### src/rtl/cec_mb_pkg.sv
package cec_mb_pkg;

  typedef enum logic [1:0] {
    ST_IDLE = 2'd0,
    ST_BUSY = 2'd1,
    ST_DONE = 2'd2,
    ST_ERR  = 2'd3
  } xfer_st_e;

  // transmit command codes
  localparam logic [1:0] TXC_NOP   = 2'd0;
  localparam logic [1:0] TXC_SEND  = 2'd1;
  localparam logic [1:0] TXC_ABORT = 2'd2;
  localparam logic [1:0] TXC_NEXT  = 2'd3;

  // receive command codes
  localparam logic [1:0] RXC_NOP  = 2'd0;
  localparam logic [1:0] RXC_ACK  = 2'd1;
  localparam logic [1:0] RXC_OFF  = 2'd2;
  localparam logic [1:0] RXC_NEXT = 2'd3;

  // register addresses
  localparam logic [7:0] RX_BASE = 8'h80;
  localparam logic [7:0] A_TXLEN = 8'h10;
  localparam logic [7:0] A_TXCMD = 8'h11;
  localparam logic [7:0] A_TXCLR = 8'h13;
  localparam logic [7:0] A_RXCMD = 8'h14;
  localparam logic [7:0] A_RXCLR = 8'h15;
  localparam logic [7:0] A_LADDR = 8'h16;
  localparam logic [7:0] A_RXLEN = 8'h90;
  localparam logic [7:0] A_RXST  = 8'h91;
  localparam logic [7:0] A_RXCNT = 8'h92;
  localparam logic [7:0] A_TXST  = 8'h93;
  localparam logic [7:0] A_IMASK = 8'hA0;
  localparam logic [7:0] A_ICLR  = 8'hA1;
  localparam logic [7:0] A_ISTAT = 8'hA2;

  // interrupt bit positions
  localparam int INT_TX = 1;
  localparam int INT_RX = 2;

endpackage

### src/rtl/cec_msg_store.sv
module cec_msg_store #(
  parameter int DEPTH = 16,
  parameter int DW    = 8,
  localparam int IW   = $clog2(DEPTH)
) (
  input  logic          clk,
  input  logic          rst,
  input  logic          clr_i,
  input  logic          we_i,
  input  logic [IW-1:0] waddr_i,
  input  logic [DW-1:0] wdata_i,
  input  logic [IW-1:0] ra_addr_i,
  output logic [DW-1:0] ra_data_o,
  input  logic [IW-1:0] rb_addr_i,
  output logic [DW-1:0] rb_data_o
);

  logic [DW-1:0]    mem [DEPTH];
  logic [DEPTH-1:0] vld_q;
  logic [DW-1:0]    ra_q, rb_q;
  logic             ra_v_q, rb_v_q;

  // storage array: no reset, registered reads
  always_ff @(posedge clk) begin
    if (we_i && !clr_i) mem[waddr_i] <= wdata_i;
    ra_q <= mem[ra_addr_i];
    rb_q <= mem[rb_addr_i];
  end

  // per-byte written flags, dropped while the buffer is held clear
  always_ff @(posedge clk) begin
    if (rst || clr_i) begin
      vld_q <= '0;
    end else if (we_i) begin
      vld_q[waddr_i] <= 1'b1;
    end
  end

  always_ff @(posedge clk) begin
    if (rst) begin
      ra_v_q <= 1'b0;
      rb_v_q <= 1'b0;
    end else begin
      ra_v_q <= vld_q[ra_addr_i] && !clr_i;
      rb_v_q <= vld_q[rb_addr_i] && !clr_i;
    end
  end

  assign ra_data_o = ra_q & {DW{ra_v_q}};
  assign rb_data_o = rb_q & {DW{rb_v_q}};


  store_clear_chk: assert property (@(posedge clk) disable iff (rst)
    clr_i |=> (vld_q == '0));

endmodule

### src/rtl/cec_tx_ctrl.sv
module cec_tx_ctrl
  import cec_mb_pkg::*;
(
  input  logic       clk,
  input  logic       rst,
  input  logic       cmd_we_i,
  input  logic [1:0] cmd_i,
  input  logic       len_we_i,
  input  logic       clr_i,
  input  logic       done_i,
  input  logic       err_i,
  output xfer_st_e   st_o,
  output logic       start_o,
  output logic       abort_o,
  output logic       evt_o
);

  xfer_st_e st_q;
  logic     pend_q;
  logic     send_req, abort_req, nop_req;

  assign send_req  = cmd_we_i && (cmd_i == TXC_SEND || cmd_i == TXC_NEXT);
  assign abort_req = cmd_we_i && (cmd_i == TXC_ABORT);
  assign nop_req   = cmd_we_i && (cmd_i == TXC_NOP);

  always_ff @(posedge clk) begin
    if (rst) begin
      st_q    <= ST_IDLE;
      pend_q  <= 1'b0;
      start_o <= 1'b0;
      abort_o <= 1'b0;
    end else begin
      start_o <= 1'b0;
      abort_o <= 1'b0;
      if (clr_i) begin
        if (st_q == ST_BUSY) abort_o <= 1'b1;
        st_q   <= ST_IDLE;
        pend_q <= 1'b0;
      end else if (st_q == ST_BUSY) begin
        if (abort_req) begin
          st_q    <= ST_IDLE;
          abort_o <= 1'b1;
        end else if (done_i) begin
          st_q <= err_i ? ST_ERR : ST_DONE;
        end
      end else begin
        if (len_we_i) pend_q <= 1'b1;
        if (send_req && pend_q) begin
          st_q    <= ST_BUSY;
          start_o <= 1'b1;
          pend_q  <= 1'b0;
        end else if (nop_req && (st_q == ST_DONE || st_q == ST_ERR)) begin
          st_q <= ST_IDLE;
        end
      end
    end
  end

  assign st_o  = st_q;
  assign evt_o = (st_q == ST_BUSY) && done_i && !clr_i && !abort_req;


  tx_start_busy_chk: assert property (@(posedge clk) disable iff (rst)
    start_o |-> (st_q == ST_BUSY));


  tx_finish_chk: assert property (@(posedge clk) disable iff (rst)
    ((st_q != $past(st_q)) && (st_q == ST_DONE || st_q == ST_ERR))
      |-> ($past(st_q) == ST_BUSY));


  tx_abort_chk: assert property (@(posedge clk) disable iff (rst)
    abort_o |-> (st_q == ST_IDLE));

endmodule

### src/rtl/cec_rx_ctrl.sv
module cec_rx_ctrl
  import cec_mb_pkg::*;
#(
  parameter int LW = 4
) (
  input  logic          clk,
  input  logic          rst,
  input  logic          cmd_we_i,
  input  logic [1:0]    cmd_i,
  input  logic          clr_i,
  input  logic          addr_ok_i,
  input  logic          byte_we_i,
  input  logic          msg_end_i,
  input  logic          msg_err_i,
  input  logic [LW-1:0] msg_len_i,
  output xfer_st_e      st_o,
  output logic [1:0]    cmd_o,
  output logic          full_o,
  output logic [LW-1:0] len_o,
  output logic          accept_o,
  output logic          evt_o
);

  xfer_st_e      st_q;
  logic          full_q;
  logic [LW-1:0] len_q;
  logic [1:0]    cmd_q;
  logic          listen, release_req;

  assign listen      = addr_ok_i && (cmd_q != RXC_OFF) && !clr_i;
  assign accept_o    = listen && !full_q;
  assign release_req = cmd_we_i && (cmd_i == RXC_ACK || cmd_i == RXC_NEXT);

  always_ff @(posedge clk) begin
    if (rst) begin
      st_q   <= ST_IDLE;
      full_q <= 1'b0;
      len_q  <= '0;
      cmd_q  <= RXC_NOP;
    end else begin
      if (cmd_we_i) cmd_q <= cmd_i;
      if (clr_i) begin
        st_q   <= ST_IDLE;
        full_q <= 1'b0;
        len_q  <= '0;
      end else if (release_req) begin
        st_q   <= ST_IDLE;
        full_q <= 1'b0;
      end else if (msg_end_i && listen) begin
        if (full_q || msg_err_i) begin
          st_q <= ST_ERR;
        end else begin
          st_q   <= ST_DONE;
          full_q <= 1'b1;
          len_q  <= msg_len_i;
        end
      end else if (byte_we_i && accept_o && st_q != ST_BUSY) begin
        st_q <= ST_BUSY;
      end
    end
  end

  assign st_o   = st_q;
  assign cmd_o  = cmd_q;
  assign full_o = full_q;
  assign len_o  = len_q;
  assign evt_o  = msg_end_i && listen && !release_req;


  rx_full_status_chk: assert property (@(posedge clk) disable iff (rst)
    full_q |-> (st_q == ST_DONE || st_q == ST_ERR));


  rx_gate_chk: assert property (@(posedge clk) disable iff (rst)
    (msg_end_i && !addr_ok_i && !cmd_we_i && !clr_i) |=> (st_q == $past(st_q)));

endmodule

### src/rtl/cec_irq_ctrl.sv
module cec_irq_ctrl #(
  parameter int          W    = 8,
  parameter logic [W-1:0] IMPL = 8'b0000_0110
) (
  input  logic         clk,
  input  logic         rst,
  input  logic         mask_we_i,
  input  logic         clr_we_i,
  input  logic [W-1:0] wdata_i,
  input  logic [W-1:0] set_i,
  output logic [W-1:0] mask_o,
  output logic [W-1:0] pend_o,
  output logic         irq_o
);

  logic [W-1:0] mask_q, pend_q, clr_vec;

  assign clr_vec = clr_we_i ? wdata_i : '0;

  always_ff @(posedge clk) begin
    if (rst) begin
      mask_q <= '0;
      pend_q <= '0;
      irq_o  <= 1'b0;
    end else begin
      if (mask_we_i) mask_q <= wdata_i & IMPL;
      pend_q <= ((pend_q & ~clr_vec) | set_i) & IMPL;
      irq_o  <= |(pend_q & mask_q);
    end
  end

  assign mask_o = mask_q;
  assign pend_o = pend_q;


  irq_clear_chk: assert property (@(posedge clk) disable iff (rst)
    (clr_we_i && wdata_i[1] && !set_i[1]) |=> !pend_q[1]);

endmodule

### src/rtl/cec_msgbuf_ctrl.sv
module cec_msgbuf_ctrl
  import cec_mb_pkg::*;
#(
  parameter int BUF_DEPTH = 16,
  parameter int DW        = 8,
  parameter int AW        = 8,
  localparam int IW       = $clog2(BUF_DEPTH)
) (
  input  logic          clk,
  input  logic          rst,
  input  logic          reg_we,
  input  logic [AW-1:0] reg_addr,
  input  logic [DW-1:0] reg_wdata,
  output logic [DW-1:0] reg_rdata,
  output logic          irq,
  output logic [3:0]    own_addr,
  output logic          own_addr_en,
  output logic          tx_start,
  output logic          tx_abort,
  output logic [IW-1:0] tx_len,
  input  logic [IW-1:0] tx_rd_idx,
  output logic [DW-1:0] tx_rd_byte,
  input  logic          tx_done,
  input  logic          tx_err,
  input  logic          rx_wr,
  input  logic [IW-1:0] rx_wr_idx,
  input  logic [DW-1:0] rx_wr_byte,
  input  logic          rx_end,
  input  logic          rx_err,
  input  logic [IW-1:0] rx_len
);

  localparam logic [AW-IW-1:0] RX_PAGE = RX_BASE[AW-1:IW];

  logic          tx_region, rx_region;
  logic          tx_region_q, rx_region_q;
  logic          tx_clr_q, rx_clr_q;
  logic [4:0]    laddr_q;
  logic [1:0]    tx_cmd_q;
  logic [IW-1:0] tx_len_q;
  logic [DW-1:0] misc_d, misc_q;
  logic [DW-1:0] tx_host_rd, rx_host_rd, rx_rb_unused;
  logic [DW-1:0] irq_set, irq_mask, irq_pend;
  logic          tx_busy, tx_buf_we, rx_buf_we;
  logic          tx_evt, rx_evt, rx_accept, rx_full;
  logic [1:0]    rx_cmd;
  logic [IW-1:0] rx_len_q;
  xfer_st_e      tx_st, rx_st;

  assign tx_region = (reg_addr[AW-1:IW] == '0);
  assign rx_region = (reg_addr[AW-1:IW] == RX_PAGE);
  assign tx_busy   = (tx_st == ST_BUSY);
  assign tx_buf_we = reg_we && tx_region && !tx_busy;
  assign rx_buf_we = rx_wr && rx_accept;

  // host-controlled registers
  always_ff @(posedge clk) begin
    if (rst) begin
      tx_clr_q <= 1'b0;
      rx_clr_q <= 1'b0;
      laddr_q  <= '0;
      tx_cmd_q <= TXC_NOP;
      tx_len_q <= '0;
    end else begin
      if (reg_we && reg_addr == A_TXCLR) tx_clr_q <= reg_wdata[0];
      if (reg_we && reg_addr == A_RXCLR) rx_clr_q <= reg_wdata[0];
      if (reg_we && reg_addr == A_LADDR) laddr_q  <= reg_wdata[4:0];
      if (reg_we && reg_addr == A_TXCMD) tx_cmd_q <= reg_wdata[1:0];
      if (tx_clr_q) begin
        tx_len_q <= '0;
      end else if (reg_we && reg_addr == A_TXLEN && !tx_busy) begin
        tx_len_q <= reg_wdata[IW-1:0];
      end
    end
  end

  cec_msg_store #(.DEPTH(BUF_DEPTH), .DW(DW)) u_tx_store (
    .clk       (clk),
    .rst       (rst),
    .clr_i     (tx_clr_q),
    .we_i      (tx_buf_we),
    .waddr_i   (reg_addr[IW-1:0]),
    .wdata_i   (reg_wdata),
    .ra_addr_i (reg_addr[IW-1:0]),
    .ra_data_o (tx_host_rd),
    .rb_addr_i (tx_rd_idx),
    .rb_data_o (tx_rd_byte)
  );

  cec_msg_store #(.DEPTH(BUF_DEPTH), .DW(DW)) u_rx_store (
    .clk       (clk),
    .rst       (rst),
    .clr_i     (rx_clr_q),
    .we_i      (rx_buf_we),
    .waddr_i   (rx_wr_idx),
    .wdata_i   (rx_wr_byte),
    .ra_addr_i (reg_addr[IW-1:0]),
    .ra_data_o (rx_host_rd),
    .rb_addr_i ('0),
    .rb_data_o (rx_rb_unused)
  );

  cec_tx_ctrl u_tx_ctrl (
    .clk      (clk),
    .rst      (rst),
    .cmd_we_i (reg_we && reg_addr == A_TXCMD),
    .cmd_i    (reg_wdata[1:0]),
    .len_we_i (reg_we && reg_addr == A_TXLEN),
    .clr_i    (tx_clr_q),
    .done_i   (tx_done),
    .err_i    (tx_err),
    .st_o     (tx_st),
    .start_o  (tx_start),
    .abort_o  (tx_abort),
    .evt_o    (tx_evt)
  );

  cec_rx_ctrl #(.LW(IW)) u_rx_ctrl (
    .clk       (clk),
    .rst       (rst),
    .cmd_we_i  (reg_we && reg_addr == A_RXCMD),
    .cmd_i     (reg_wdata[1:0]),
    .clr_i     (rx_clr_q),
    .addr_ok_i (laddr_q[4]),
    .byte_we_i (rx_wr),
    .msg_end_i (rx_end),
    .msg_err_i (rx_err),
    .msg_len_i (rx_len),
    .st_o      (rx_st),
    .cmd_o     (rx_cmd),
    .full_o    (rx_full),
    .len_o     (rx_len_q),
    .accept_o  (rx_accept),
    .evt_o     (rx_evt)
  );

  always_comb begin
    irq_set         = '0;
    irq_set[INT_TX] = tx_evt;
    irq_set[INT_RX] = rx_evt;
  end

  cec_irq_ctrl #(.W(DW)) u_irq (
    .clk       (clk),
    .rst       (rst),
    .mask_we_i (reg_we && reg_addr == A_IMASK),
    .clr_we_i  (reg_we && reg_addr == A_ICLR),
    .wdata_i   (reg_wdata),
    .set_i     (irq_set),
    .mask_o    (irq_mask),
    .pend_o    (irq_pend),
    .irq_o     (irq)
  );

  // read path for the non-buffer registers
  always_comb begin
    misc_d = '0;
    case (reg_addr)
      A_TXLEN: misc_d[IW-1:0] = tx_len_q;
      A_TXCMD: misc_d[1:0]    = tx_cmd_q;
      A_TXCLR: misc_d[0]      = tx_clr_q;
      A_RXCMD: misc_d[1:0]    = rx_cmd;
      A_RXCLR: misc_d[0]      = rx_clr_q;
      A_LADDR: misc_d[4:0]    = laddr_q;
      A_RXLEN: misc_d[IW-1:0] = rx_len_q;
      A_RXST:  misc_d[1:0]    = rx_st;
      A_RXCNT: misc_d[0]      = rx_full;
      A_TXST:  misc_d[1:0]    = tx_st;
      A_IMASK: misc_d         = irq_mask;
      A_ISTAT: misc_d         = irq_pend;
      default: misc_d         = '0;
    endcase
  end

  always_ff @(posedge clk) begin
    if (rst) begin
      misc_q      <= '0;
      tx_region_q <= 1'b0;
      rx_region_q <= 1'b0;
    end else begin
      misc_q      <= misc_d;
      tx_region_q <= tx_region;
      rx_region_q <= rx_region;
    end
  end

  assign reg_rdata   = tx_region_q ? tx_host_rd :
                       rx_region_q ? rx_host_rd : misc_q;
  assign tx_len      = tx_len_q;
  assign own_addr    = laddr_q[3:0];
  assign own_addr_en = laddr_q[4];


  tx_len_frozen_chk: assert property (@(posedge clk) disable iff (rst)
    (tx_busy && !tx_clr_q) |=> (tx_len_q == $past(tx_len_q)));

endmodule

### config.mk
export PLATFORM = sky130hd
export DESIGN_NAME = cec_msgbuf_ctrl
export DESIGN_NICKNAME = d
export VERILOG_FILES = /design/src/rtl/cec_mb_pkg.sv /design/src/rtl/cec_msg_store.sv /design/src/rtl/cec_tx_ctrl.sv /design/src/rtl/cec_rx_ctrl.sv /design/src/rtl/cec_irq_ctrl.sv /design/src/rtl/cec_msgbuf_ctrl.sv
export SDC_FILE = /design/constraint.sdc
export NUM_CORES = 1
export LEC_CHECK = 0
export BUFFER_PORTS_ARGS = -buffer_cell sky130_fd_sc_hd__buf_4
export CAP_MARGIN = 30
export CORE_MARGIN = 2
export CORE_UTILIZATION = 50
export CTS_CLUSTER_DIAMETER = 200
export DETAILED_ROUTE_END_ITERATION = 6
export PLACE_DENSITY = 0.79
export SYNTH_ARGS = -nofsm -noshare
export SYNTH_HDL_FRONTEND = slang
export SYNTH_SLANG_ARGS = --single-unit
### constraint.sdc
create_clock -name clk -period 2.2 [get_ports clk]
set_input_delay 0.11 -clock clk [delete_from_list [all_inputs] [get_ports clk]]
set_output_delay 0.11 -clock clk [all_outputs]
set_load 0.01 [all_outputs]
Word-level counts from Yosys, hierarchy flattened
Memory sizes are Yosys's and may differ from the RTL's. A register that Yosys moved wholly into a read port is not among the register bits.
Cells that the tools add are included.
W data, S select, Z words.

storage, ports and cells
  bits of input ports = 44
  register bits after elaboration = 77
  memory bits (writable) = 256
  output and inout port bits = 28
  memories kept = 2
  word-level logic and storage cells = 165

memories
  name            words  bits a word  read ports  clocked after memory_dff  write ports  line                 text
  u_rx_store.mem  16     8            1           1                         1            cec_msg_store.sv:18  logic [DW-1:0] mem [DEPTH];
  u_tx_store.mem  16     8            2           2                         1            cec_msg_store.sv:18

operators by class
  order comparisons = 5
  reduce and logical (&&, ||, !) cells = 60
  equality and inequality tests = 23
  muxes and demuxes = 37
  bitwise logic cells = 13

operators with widths
  operator              number
  $eq A8 B8 Y1 const B  7
  $eq A8 B5 Y1 const B  6
  $logic_and A1 B1 Y1   34
  $or A16 B16 Y16       2
  $and A8 B8 Y8         3
  $mux W1               18
  $mux W8               2
  $lt A4 B5 Y1 const B  3
  $mux W2               7
  $bmux W1 S4           3
  $pmux W1 S11          1
  $pmux W2 S5           1
  $pmux W1 S9           1
  $demux W1 S4          2
  $eq A2 B2 Y1 const B  4
  $ge A4 B1 Y1 const B  2
  $reduce_or A8 Y1      1
  $and A3 B3 Y3         2
  $logic_not A1 Y1      6
  $reduce_and A2 Y1     3
  $reduce_or A2 Y1      3
  $reduce_or A3 Y1      2
  $logic_or A1 B1 Y1    5
  $eq A2 B1 Y1 const B  2
  other kinds (14)      18

Logic depth before layout (Yosys ltp)
Gate-level depths: netlist (run 1).

  depth after elaboration = 8
  mapped depth = 7

Hierarchy
Synthesis (run 1) repeated with hierarchy kept, for this count alone.

second synthesis, totals
  cell total of the unflattened synthesis = 1132
  area total of the unflattened synthesis = 17097.6 um2

by module, submodules not included
  module                      times used  cells an instance  area each (um2)  sequential area each (um2)
  cec_msg_store (u_tx_store)  1           422                7305.8           4524.3
  cec_msg_store (u_rx_store)  1           422                7282.0           4524.3
  cec_msgbuf_ctrl             1           187                1596.5           460.4
  cec_rx_ctrl                 1           44                 406.6            180.2
  cec_irq_ctrl                1           30                 265.3            100.1
  cec_tx_ctrl                 1           27                 241.5            100.1

Worst setup path before layout (run 1)
Ideal clock, no wire load.

  path kind = input -> register
  start = in reg_addr[6]
  end = mem u_tx_store.mem[0][0] (enable)
  setup slack = -112 ps
  data required time = 1817 ps
  buffers on the path = 2
  data arrival time = 1928 ps
  stages on the path = 5
  cell sequence = buf_6 > or3b_1 > buf_2 > or4_1 > nor3_1

on the way
  word-level cells in the longest chain between the ends = 6

RTL lines
  item                               line                   text
  start, declared                    cec_msgbuf_ctrl.sv:12  input logic [AW-1:0] reg_addr,
  $logic_not A4 Y1                   cec_msgbuf_ctrl.sv:50  assign tx_region = (reg_addr[AW-1:IW] == '0);
  $logic_and A1 B1 Y1 (2 in series)  cec_msgbuf_ctrl.sv:53  assign tx_buf_we = reg_we && tx_region && !tx_busy;
  $logic_and A1 B1 Y1                cec_msg_store.sv:25    if (we_i && !clr_i) mem[waddr_i] <= wdata_i;
  $mux W1                            cec_msg_store.sv:25
  $mux W1 (implied by the code)      cec_msg_store.sv:25
  end, declared                      cec_msg_store.sv:18

Every way passes these cells.

Final worst setup path (run 1)
  start = reg rx_region_q
  end = out reg_rdata[4]

on the way
  word-level cells in the longest chain between the ends = 2

RTL lines
  item                    line                    text
  start, declared         cec_msgbuf_ctrl.sv:36   logic tx_region_q, rx_region_q;
  start signal, assigned  cec_msgbuf_ctrl.sv:183  rx_region_q <= rx_region;
  $mux W8                 cec_msgbuf_ctrl.sv:188  rx_region_q ? rx_host_rd : misc_q;
  $mux W8                 cec_msgbuf_ctrl.sv:187  assign reg_rdata = tx_region_q ? tx_host_rd :
  end, declared           cec_msgbuf_ctrl.sv:14   output logic [DW-1:0] reg_rdata,

Every way passes these cells.

==> results of run 1 <==
[path summary, 6_finish.rpt]
path	end	cells after the start	slack, ns
worst max-delay path	reg_rdata[4]	4	0.13
worst min-delay path	u_irq.pend_o[1]	4	0.008
worst max register to register	u_rx_store.mem[0][6]	5	0.15
worst min register to register	u_rx_ctrl.cmd_o[0]	2	0.47
[worst max-delay path: stages (launching register included)]
cell	delay, ns
dfxtp_1	0.43
and2_1	0.34
a21oi_1	0.19
o21ai_0	0.31
buf_4	0.19
[placed cells by master, fill, tap and decap left out, types with 3 or more instances in the layout]
cell type | Yosys | final
nand3b_1 | 5 | 5
mux2i_1 | 26 | 26
nor4b_1 | 4 | 4
clkbuf_8 | 0 | 8
clkinvlp_2 | 0 | 3
clkbuf_1 | 43 | 7
a31oi_1 | 4 | 4
nor3_1 | 19 | 18
nand3_1 | 17 | 17
nand2b_1 | 5 | 5
dlygate4sd3_1 | 0 | 26
edfxtp_1 | 256 | 256
mux2_2 | 4 | 4
nand4_1 | 6 | 6
or2_2 | 5 | 4
and3_1 | 4 | 4
nor2b_1 | 15 | 13
dfxtp_1 | 98 | 98
inv_6 | 0 | 3
o31ai_1 | 4 | 4
nor3b_1 | 4 | 4
or4_1 | 4 | 4
a21oi_1 | 34 | 34
clkinv_2 | 0 | 5
mux4_2 | 105 | 105
o21ai_0 | 21 | 20
inv_1 | 5 | 5
nand2_1 | 51 | 51
a22oi_1 | 50 | 50
and2_1 | 13 | 13
buf_4 | 0 | 133
nor4_1 | 5 | 5
o211ai_1 | 3 | 3
nor2_1 | 66 | 66
a22o_1 | 12 | 12
clkbuf_16 | 0 | 35
[state kept, by name (all words and copies together), names as in the netlist, 2 cells and up]
register / flops
u_rx_ctrl.st_o: 2
u_rx_ctrl.cmd_o: 2
u_rx_store.mem: 128
u_tx_store.mem: 128
u_irq.mask_o: 2
u_rx_store.vld_q: 16
u_tx_ctrl.st_o: 2
u_rx_store.ra_q: 8
u_tx_store.rb_q: 8
u_rx_ctrl.len_o: 4
u_tx_store.ra_q: 8
tx_cmd_q: 2
u_irq.pend_o: 2
tx_len: 4
u_tx_store.vld_q: 16
misc_q: 5
laddr_q: 5
[logic make-up after synthesis]
family,synth area share (%)
AOI/OAI and AO/OA,6.547
buffers and inverters,2.087
DFF,65.15
muxes,18.03
and+or+nand+nor,8.186
[timing repair]
action                                  4_1_cts  5_1_grt
resized for setup                             0        3
endpoints found under the setup margin        0       34
hold buffers                                 26        0
hold endpoints to repair                    252        0
[Yosys cell counts, types with 5 or more instances]
master / number
edfxtp_1: 256
mux4_2: 105
dfxtp_1: 98
nor2_1: 66
nand2_1: 51
a22oi_1: 50
clkbuf_1: 43
a21oi_1: 34
mux2i_1: 26
o21ai_0: 21
nor3_1: 19
nand3_1: 17
buf_2: 16
nor2b_1: 15
and2_1: 13
a22o_1: 12
buf_1: 7
nand4_1: 6
inv_1: 5
nand2b_1: 5
nand3b_1: 5
nor4_1: 5
or2_2: 5
[area by class of cell]
type | count | area, µm² | area share [%]
Clock buffer | 52 | 1027 | 5.889
Clock inverter | 12 | 96.34 | 0.5523
Inverter | 5 | 18.77 | 0.1076
Multi-Input combinational cell | 515 | 4865 | 27.89
Sequential cell | 354 | 9649 | 55.32
Tap cell | 390 | 488.0 | 2.798
Timing Repair Buffer | 161 | 1299 | 7.446
[metal layers]
metal  track usage, %  vias to the layer above  part of all wire [%]
li1                 -                     4023                     -
met1            31.43                     4754                    38
met2            41.00                      538                    51
met3            4.393                       88                   8.1
met4            8.230                        0                   3.4
met5                0                        -                     0
[power by group through the flow]
stage | Clock [mW] | Sequential [mW] | Combinational [mW]
finish | 5.82 | 7.21 | 0.839
global route | 6.14 | 7.21 | 0.889
CTS | 5.86 | 7.21 | 0.831
detailed placement | 0 | 7.35 | 0.788
global placement | 0 | 7.35 | 0.769
floorplan | 0 | 7.35 | 0.459
==> flow_summary_export.csv, run 1 <==
group,metric,value,unit
power_and_ir_drop,p_total,13.87,mW
clocking,clock_latency,0.52,ns
logic_synthesis,ys_types,54,
logic_synthesis,ys_ff_latch,354,
floorplan,die_y,176.1,µm
power_and_ir_drop,p_leak,6.041,nW
logic_synthesis,yosysTopAreaCell,"edfxtp_1",
clocking,cts_tree,"done",
logic_synthesis,synth_top_area_share,51.91,%
logic_synthesis,yosysSeqAreaShare,65.15,%
routing,drt-vias-per-instance,6.315,
finish,fin_cells,1489,
worst_setup_path,worstSetupStartpoint,"rx_region_q",
logic_synthesis,yosys_most_used_dff,"edfxtp_1",
routing,drt-pass1-iter-count,6,
global_route,track_usage,24.10,%
finish,drive_above_1_share,28.48,%
timing,fmax,482.1,MHz
logic_synthesis,synth.avg_cell_area,15.72,µm²
timing,finalCritPeriodShare,94.28,%
logic_synthesis,synthesis.area,14810,µm²
timing,period_minus_slack,2.074,ns
power_and_ir_drop,power.switching,2.962,mW
worst_setup_path,start_kind,"flip-flop",
routing,drc,0,
global_route,grt_pass1_wl,56100,µm
power_and_ir_drop,power_frac_seq,52.0,%
logic_synthesis,synthTopCellsByArea,"edfxtp_1, mux4_2, dfxtp_1",
power_and_ir_drop,p_sw_share,21.35,%
clocking,postCtsSetupBuffers,0,
hold_path,hold_path_class,"input port to flip-flop",
clocking,cts_inserted_buffers,35,
floorplan,die_area,31010,µm²
routing,via_count,9403,
worst_setup_path,r2r-start,"laddr_q[4]",
global_route,gr-total-overflow,0,
timing,finalSetupViolCount,0,
worst_setup_path,worstPathArrival,1.96,ns
logic_synthesis,synthArstFlopShare,0,%
power_and_ir_drop,p_int,10.91,mW
routing,ant_nets,0,
place,placed_area,16050,µm²
timing,whs,0.007734,ns
global_route,antenna_found_initial,0,
logic_synthesis,synth_nets,986,
place,place_congestion,0.9111,
timing,slew_headroom,51.38,%
clocking,clk_pin_slew_worst_paths,0.06,ns
floorplan,start_util,50.37,%
clocking,clock-root-buffer,"clkbuf_16",
global_route,grt_pass1_vias,9411,
worst_setup_path,endpoint_kind,"output port",
worst_setup_path,worst-setup-path-type,"flip-flop to output port",
flow_run,maxCapViolations,0,
logic_synthesis,ys_warn_count,0,
clocking,htreeDepth,2,
finish,fillers,2091,
finish,postLayoutCellArea,17440,µm²
finish,fin_util,59.33,%
timing,clock_skew,0.01748,ns
floorplan,design.core.area,29400,µm²
routing,drt_iter0_markers,1093,
timing,fin_tns_setup,0,ns
status,outcome,"completed",
clocking,clockBufferDepth,3,
routing,wirelength,37060,µm
floorplan,dieWidth,176.1,µm
routing,wire_per_inst,24.89,µm
finish,n_antenna_cell,0,
place,post-place-cells,1399,
finish,area_growth,17.77,%
worst_setup_path,cp_max_fo,8,
power_and_ir_drop,power-per-cell-area,795.1,nW/µm²
power_and_ir_drop,combPwrFrac,6.0,%
floorplan,io-pin-count,72,
place,numPortBuffers,71,
clocking,cts_num_sinks,354,
worst_setup_path,crit_required,2.09,ns
hold_path,hold_start,"reg_we",
place,dpl.hpwl,24080,µm
timing,final_hold_viol_count,0,
finish,nets,1116,
power_and_ir_drop,peakVddDrop,939.8,µV
power_and_ir_drop,power_frac_clock,42.0,%
timing,finalMaxSlewViolations,0,
logic_synthesis,synth-edff-count,256,
place,dp_slack,0.05713,ns
timing,timing.final.ws_setup,0.1259,ns
floorplan,row_count,63,
global_route,grt_max_degree,37,
timing,rsz0062_at_grt,"false",
timing,worst_pin_slew,0.7292,ns
logic_synthesis,syn_inst,942,
No activity file was read; power rests on OpenSTA's default activity.
==> inputs of run 2 (changes only) <==
PLACE_DENSITY = not set   (was 0.79)
PLACE_DENSITY_LB_ADDON = 0.2   (was not set)
==> flow_summary_export.csv, run 2 (synthesis results as in run 1) <==
group,metric,value,unit
power_and_ir_drop,p_sw_share,21.40,%
global_route,antenna_found_initial,0,
finish,nets,1121,
timing,rsz0062_at_grt,"false",
global_route,track_usage,23.44,%
worst_setup_path,reg2regPathDepth,6,
power_and_ir_drop,combPwrFrac,5.9,%
routing,drt-pass1-iter-count,5,
timing,clock_skew,0.01375,ns
clocking,cts_tree,"done",
timing,fin_tns_setup,0,ns
worst_setup_path,crit_chain,"and2_1 > a21oi_1 > o21ai_1 > buf_4",
hold_path,hold_depth,3,
timing,finalCritPeriodShare,93.94,%
power_and_ir_drop,power_frac_clock,43.2,%
timing,finalMaxSlewViolations,0,
power_and_ir_drop,p_int,11.14,mW
place,numPortBuffers,71,
flow_run,maxCapViolations,0,
worst_setup_path,cp_slowest_cell,"dfxtp_1",
routing,drt-vias-per-instance,6.012,
status,outcome,"completed",
worst_setup_path,start_kind,"flip-flop",
worst_setup_path,worst-setup-path-type,"flip-flop to output port",
worst_setup_path,slowest_delay,0.44,ns
power_and_ir_drop,power-per-cell-area,806.6,nW/µm²
clocking,clockBufferDepth,3,
routing,drt_iter0_markers,740,
floorplan,io-pin-count,72,
routing,drc,0,
timing,final_hold_viol_count,0,
clocking,clk_pin_slew_worst_paths,0.06,ns
global_route,gr-total-overflow,0,
floorplan,dieWidth,176.1,µm
clocking,htreeDepth,2,
floorplan,start_util,50.37,%
clocking,clock_latency,0.52,ns
timing,period_minus_slack,2.067,ns
worst_setup_path,crit_required,2.09,ns
routing,wire_per_inst,23.94,µm
power_and_ir_drop,peakVddDrop,694.7,µV
finish,n_antenna_cell,0,
worst_setup_path,cp_max_fo,8,
routing,ant_nets,0,
power_and_ir_drop,p_total,14.17,mW
floorplan,row_count,63,
clocking,clock-root-buffer,"clkbuf_16",
finish,postLayoutCellArea,17570,µm²
floorplan,die_y,176.1,µm
floorplan,die_area,31010,µm²
place,dpl.hpwl,24150,µm
finish,layout_common_cells,"edfxtp_1, buf_4, mux4_2",
global_route,grt_pass1_wl,54300,µm
timing,fmax,483.8,MHz
timing,slew_headroom,52.92,%
routing,via_count,8994,
finish,fillers,2248,
worst_setup_path,worstPathArrival,1.96,ns
finish,top_regs,"u_rx_store.mem (128), u_tx_store.mem (128)",
place,place_congestion,0.8354,
timing,worst_pin_slew,0.7031,ns
worst_setup_path,endpoint_kind,"output port",
hold_path,hold_path_class,"input port to flip-flop",
global_route,grt_pass1_vias,8948,
finish,mostFrequentLayoutCell,"edfxtp_1",
place,placed_area,16110,µm²
finish,area_growth,18.63,%
floorplan,design.core.area,29400,µm²
finish,drive_above_1_share,28.66,%
power_and_ir_drop,power.switching,3.032,mW
global_route,grt_max_degree,38,
power_and_ir_drop,power_frac_seq,50.9,%
timing,finalSetupViolCount,0,
power_and_ir_drop,p_leak,6.095,nW
routing,wirelength,35810,µm
clocking,cts_num_sinks,354,
clocking,cts_inserted_buffers,37,
-- run 2: cell types whose count changed in the layout (fill, tap and decap cells not counted), sizes merged --
cell,previous run,this run
clkbuf,52,49
buf,135,139
bufinv,1,2
clkinv,5,13
inv,8,6
dlygate4sd3,26,25
-- run 2: power groups by stage --
stage	registers [mW]	clock network [mW]	logic (mW)
2_1_floorplan	7.35	0	0.459
3_3_place_gp	7.35	0	0.793
3_5_place_dp	7.35	0	0.798
6_report	7.21	6.13	0.832
4_1_cts	7.21	6.23	0.837
5_1_grt	7.21	6.51	0.889
-- run 2: stage by stage --
| step | worst slack [ns] | instances | utilization, % | hold WS [ns] |
|---|---|---|---|---|
| 2_1_floorplan | -0.1117 | 942 | - | 0.2089 |
| 3_3_place_gp | -0.06660 | 1403 | 54.81 | 0.3801 |
| 3_5_place_dp | -0.09417 | 1403 | 54.81 | 0.3829 |
| 4_1_cts | 0.01717 | 1496 | 59.76 | 0.002156 |
| 5_1_grt | 0.009212 | 1496 | 59.76 | 0.01997 |
| 6_report | 0.1332 | 1496 | 59.76 | 0.02239 |
-- run 2: cell type report --
cell class | count | area, µm² | share of cell area [%]
Tap cell | 390 | 488.0 | 2.777
Inverter | 5 | 18.77 | 0.1068
Multi-Input combinational cell | 515 | 4865 | 27.69
Sequential cell | 354 | 9649 | 54.92
Clock buffer | 49 | 1044 | 5.939
Clock inverter | 19 | 161.4 | 0.9187
Timing Repair Buffer | 164 | 1344 | 7.648
-- run 2: final timing paths --
path / from / end / slack (ns)
min: reg_addr[5] / rx_region_q / 0.02
max reg2reg: u_tx_ctrl.st_o[0] / u_tx_store.mem[3][2] / 0.17
min reg2reg: u_rx_store.vld_q[11] / u_rx_store.vld_q[11] / 0.45
max: rx_region_q / reg_rdata[2] / 0.13
-- run 2: critical path, delay by kind of cell (launching register included) --
| family | cells | cell delay (ns) |
|---|---|---|
| AO/OA/AOI/OAI | 2 | 0.47 |
| buffers and inverters | 1 | 0.20 |
| AND/OR/NAND/NOR | 1 | 0.34 |
| flip-flops | 1 | 0.44 |
-- run 2: metal layers --
| layer | GRT usage (%) | wire (µm) | vias to the layer above |
|---|---|---|---|
| met5 | 0 | 0 | - |
| met4 | 8.506 | 1195 | 0 |
| met3 | 3.919 | 2281 | 71 |
| met2 | 38.38 | 17680 | 356 |
| met1 | 31.95 | 14660 | 4537 |
| li1 | - | - | 4030 |
-- run 2: timing repair --
item	4_1_cts	5_1_grt
endpoints found under the setup margin	0	4
endpoints found under the hold margin	253	0
setup buffers	0	0
hold buffers	25	0
resized for setup	0	4
==> inputs of run 3 (changes only) <==
SYNTH_HIERARCHICAL = 1   (was not set)
==> flow_summary_export.csv, run 3 <==
group,metric,value,unit
status,outcome,"completed",
logic_synthesis,syn_inst,1027,
worst_setup_path,worst-setup-path-type,"input port to flip-flop",
routing,wire_per_inst,22.83,µm
timing,timing.final.ws_setup,0.08115,ns
global_route,grt_pass1_vias,9349,
place,dp_slack,-0.004798,ns
global_route,track_usage,22.68,%
power_and_ir_drop,power-per-cell-area,771.5,nW/µm²
worst_setup_path,start_kind,"input port",
logic_synthesis,synthesis.area,15760,µm²
logic_synthesis,synth.avg_cell_area,15.35,µm²
finish,top_regs,"u_rx_store/mem (128), u_tx_store/mem (128)",
floorplan,dieWidth,181.6,µm
floorplan,row_count,65,
worst_setup_path,rrSetupSlack,0.13,ns
clocking,clock_latency,0.53,ns
logic_synthesis,ys_warn_count,6,
clocking,cts_tree,"done",
clocking,clockBufferDepth,3,
timing,worst_pin_slew,0.7854,ns
finish,multi_input_area,5595,µm²
clocking,clock-root-buffer,"clkbuf_16",
global_route,gr-total-overflow,0,
worst_setup_path,cp_max_fo,7,
flow_run,maxCapViolations,0,
global_route,grt_max_degree,46,
timing,finalMaxSlewViolations,0,
hold_path,hold_depth,4,
routing,drc,0,
clocking,clk_pin_slew_worst_paths,0.05,ns
routing,wirelength,37140,µm
timing,finalCritPeriodShare,96.31,%
hold_path,hold_path_class,"input port to flip-flop",
routing,drt-vias-per-instance,5.958,
finish,mostFrequentLayoutCell,"edfxtp_1",
finish,layout_common_cells,"edfxtp_1, buf_4, nor2_1",
worst_setup_path,worstPathArrival,2.52,ns
finish,drive_above_1_share,24.08,%
finish,nets,1238,
worst_setup_path,crit_required,2.61,ns
worst_setup_path,endpoint_kind,"flip-flop",
timing,whs,0.02986,ns
finish,regArea,9709,µm²
floorplan,die_area,32960,µm²
clocking,cts_inserted_buffers,39,
power_and_ir_drop,peakVddDrop,649.1,µV
routing,via_count,9694,
place,place_congestion,0.8598,
power_and_ir_drop,p_leak,6.646,nW
timing,fmax,472.0,MHz
floorplan,die_y,181.6,µm
finish,fillers,2415,
clocking,htreeDepth,2,
routing,drt-pass1-iter-count,5,
finish,area_growth,17.93,%
finish,fin_util,59.37,%
routing,drt_iter0_markers,709,
finish,n_antenna_cell,0,
timing,slew_headroom,47.57,%
floorplan,design.core.area,31310,µm²
worst_setup_path,reg2regPathDepth,6,
timing,final_hold_viol_count,0,
clocking,cts_num_sinks,357,
place,dpl.hpwl,24560,µm
global_route,antenna_found_initial,0,
routing,ant_nets,0,
floorplan,io-pin-count,72,
timing,clock_skew,0.01443,ns
place,numPortBuffers,71,
floorplan,start_util,50.35,%
global_route,grt_pass1_wl,56450,µm
timing,period_minus_slack,2.119,ns
timing,finalSetupViolCount,0,
run 3: area by class of cell:
cell class | count | share of cell area, %
Clock buffer | 54 | 5.936
Sequential cell | 357 | 52.23
Timing Repair Buffer | 187 | 8.272
Tap cell | 402 | 2.706
Inverter | 8 | 0.1615
Clock inverter | 18 | 0.5990
Multi-Input combinational cell | 601 | 30.10
run 3: final timing paths:
path / start / endpoint
max reg2reg: rx_clr_q / u_rx_store/mem[8][1]
min: rx_err / u_rx_ctrl/full_o
max: reg_addr[3] / u_rx_ctrl/len_o[0]
min reg2reg: u_rx_store/vld_q[11] / u_rx_store/vld_q[11]
run 3: critical path, cell delays in order:
cell,delay [ns]
dlygate4sd3_1,0.58
buf_12,0.16
nor2b_4,0.12
nand2_2,0.08
nor4b_4,0.27
buf_4,0.16
nand2_2,0.08
nor4b_4,0.15
buf_4,0.15
mux2i_1,0.11
dlygate4sd3_1,0.55
run 3: layer usage:
metal | global-route usage, % | vias up | wire [µm]
met5 | 0 | - | 0
met4 | 7.707 | 0 | 1175
met3 | 3.349 | 70 | 2068
met2 | 36.74 | 341 | 17930
met1 | 31.74 | 4900 | 15970
li1 | - | 4383 | -
run 3: metrics by stage:
step                TNS [ns]  instance area, µm²  std cells  power [mW]
floorplan            -0.9549               15810       1038       7.933
global placement    -0.05172               16940       1514       8.262
detailed placement  -0.03687               16940       1514       8.269
CTS                        0               18520       1623       14.46
global route        -0.02356               18590       1627       14.82
finish                     0               18590       1627       14.34
run 3: power by group:
group / internal [mW] / switching, mW
clock network: 3.53 / 2.63
logic: 0.393 / 0.521
registers: 7.25 / 0.0227
total: 11.2 / 3.17
run 3: timing repair:
action                                  CTS  global route
buffers inserted                          0             4
endpoints found under the setup margin    0             4
hold endpoints to repair                263             0
hold buffers                             37             0
gates resized for setup                   0             9
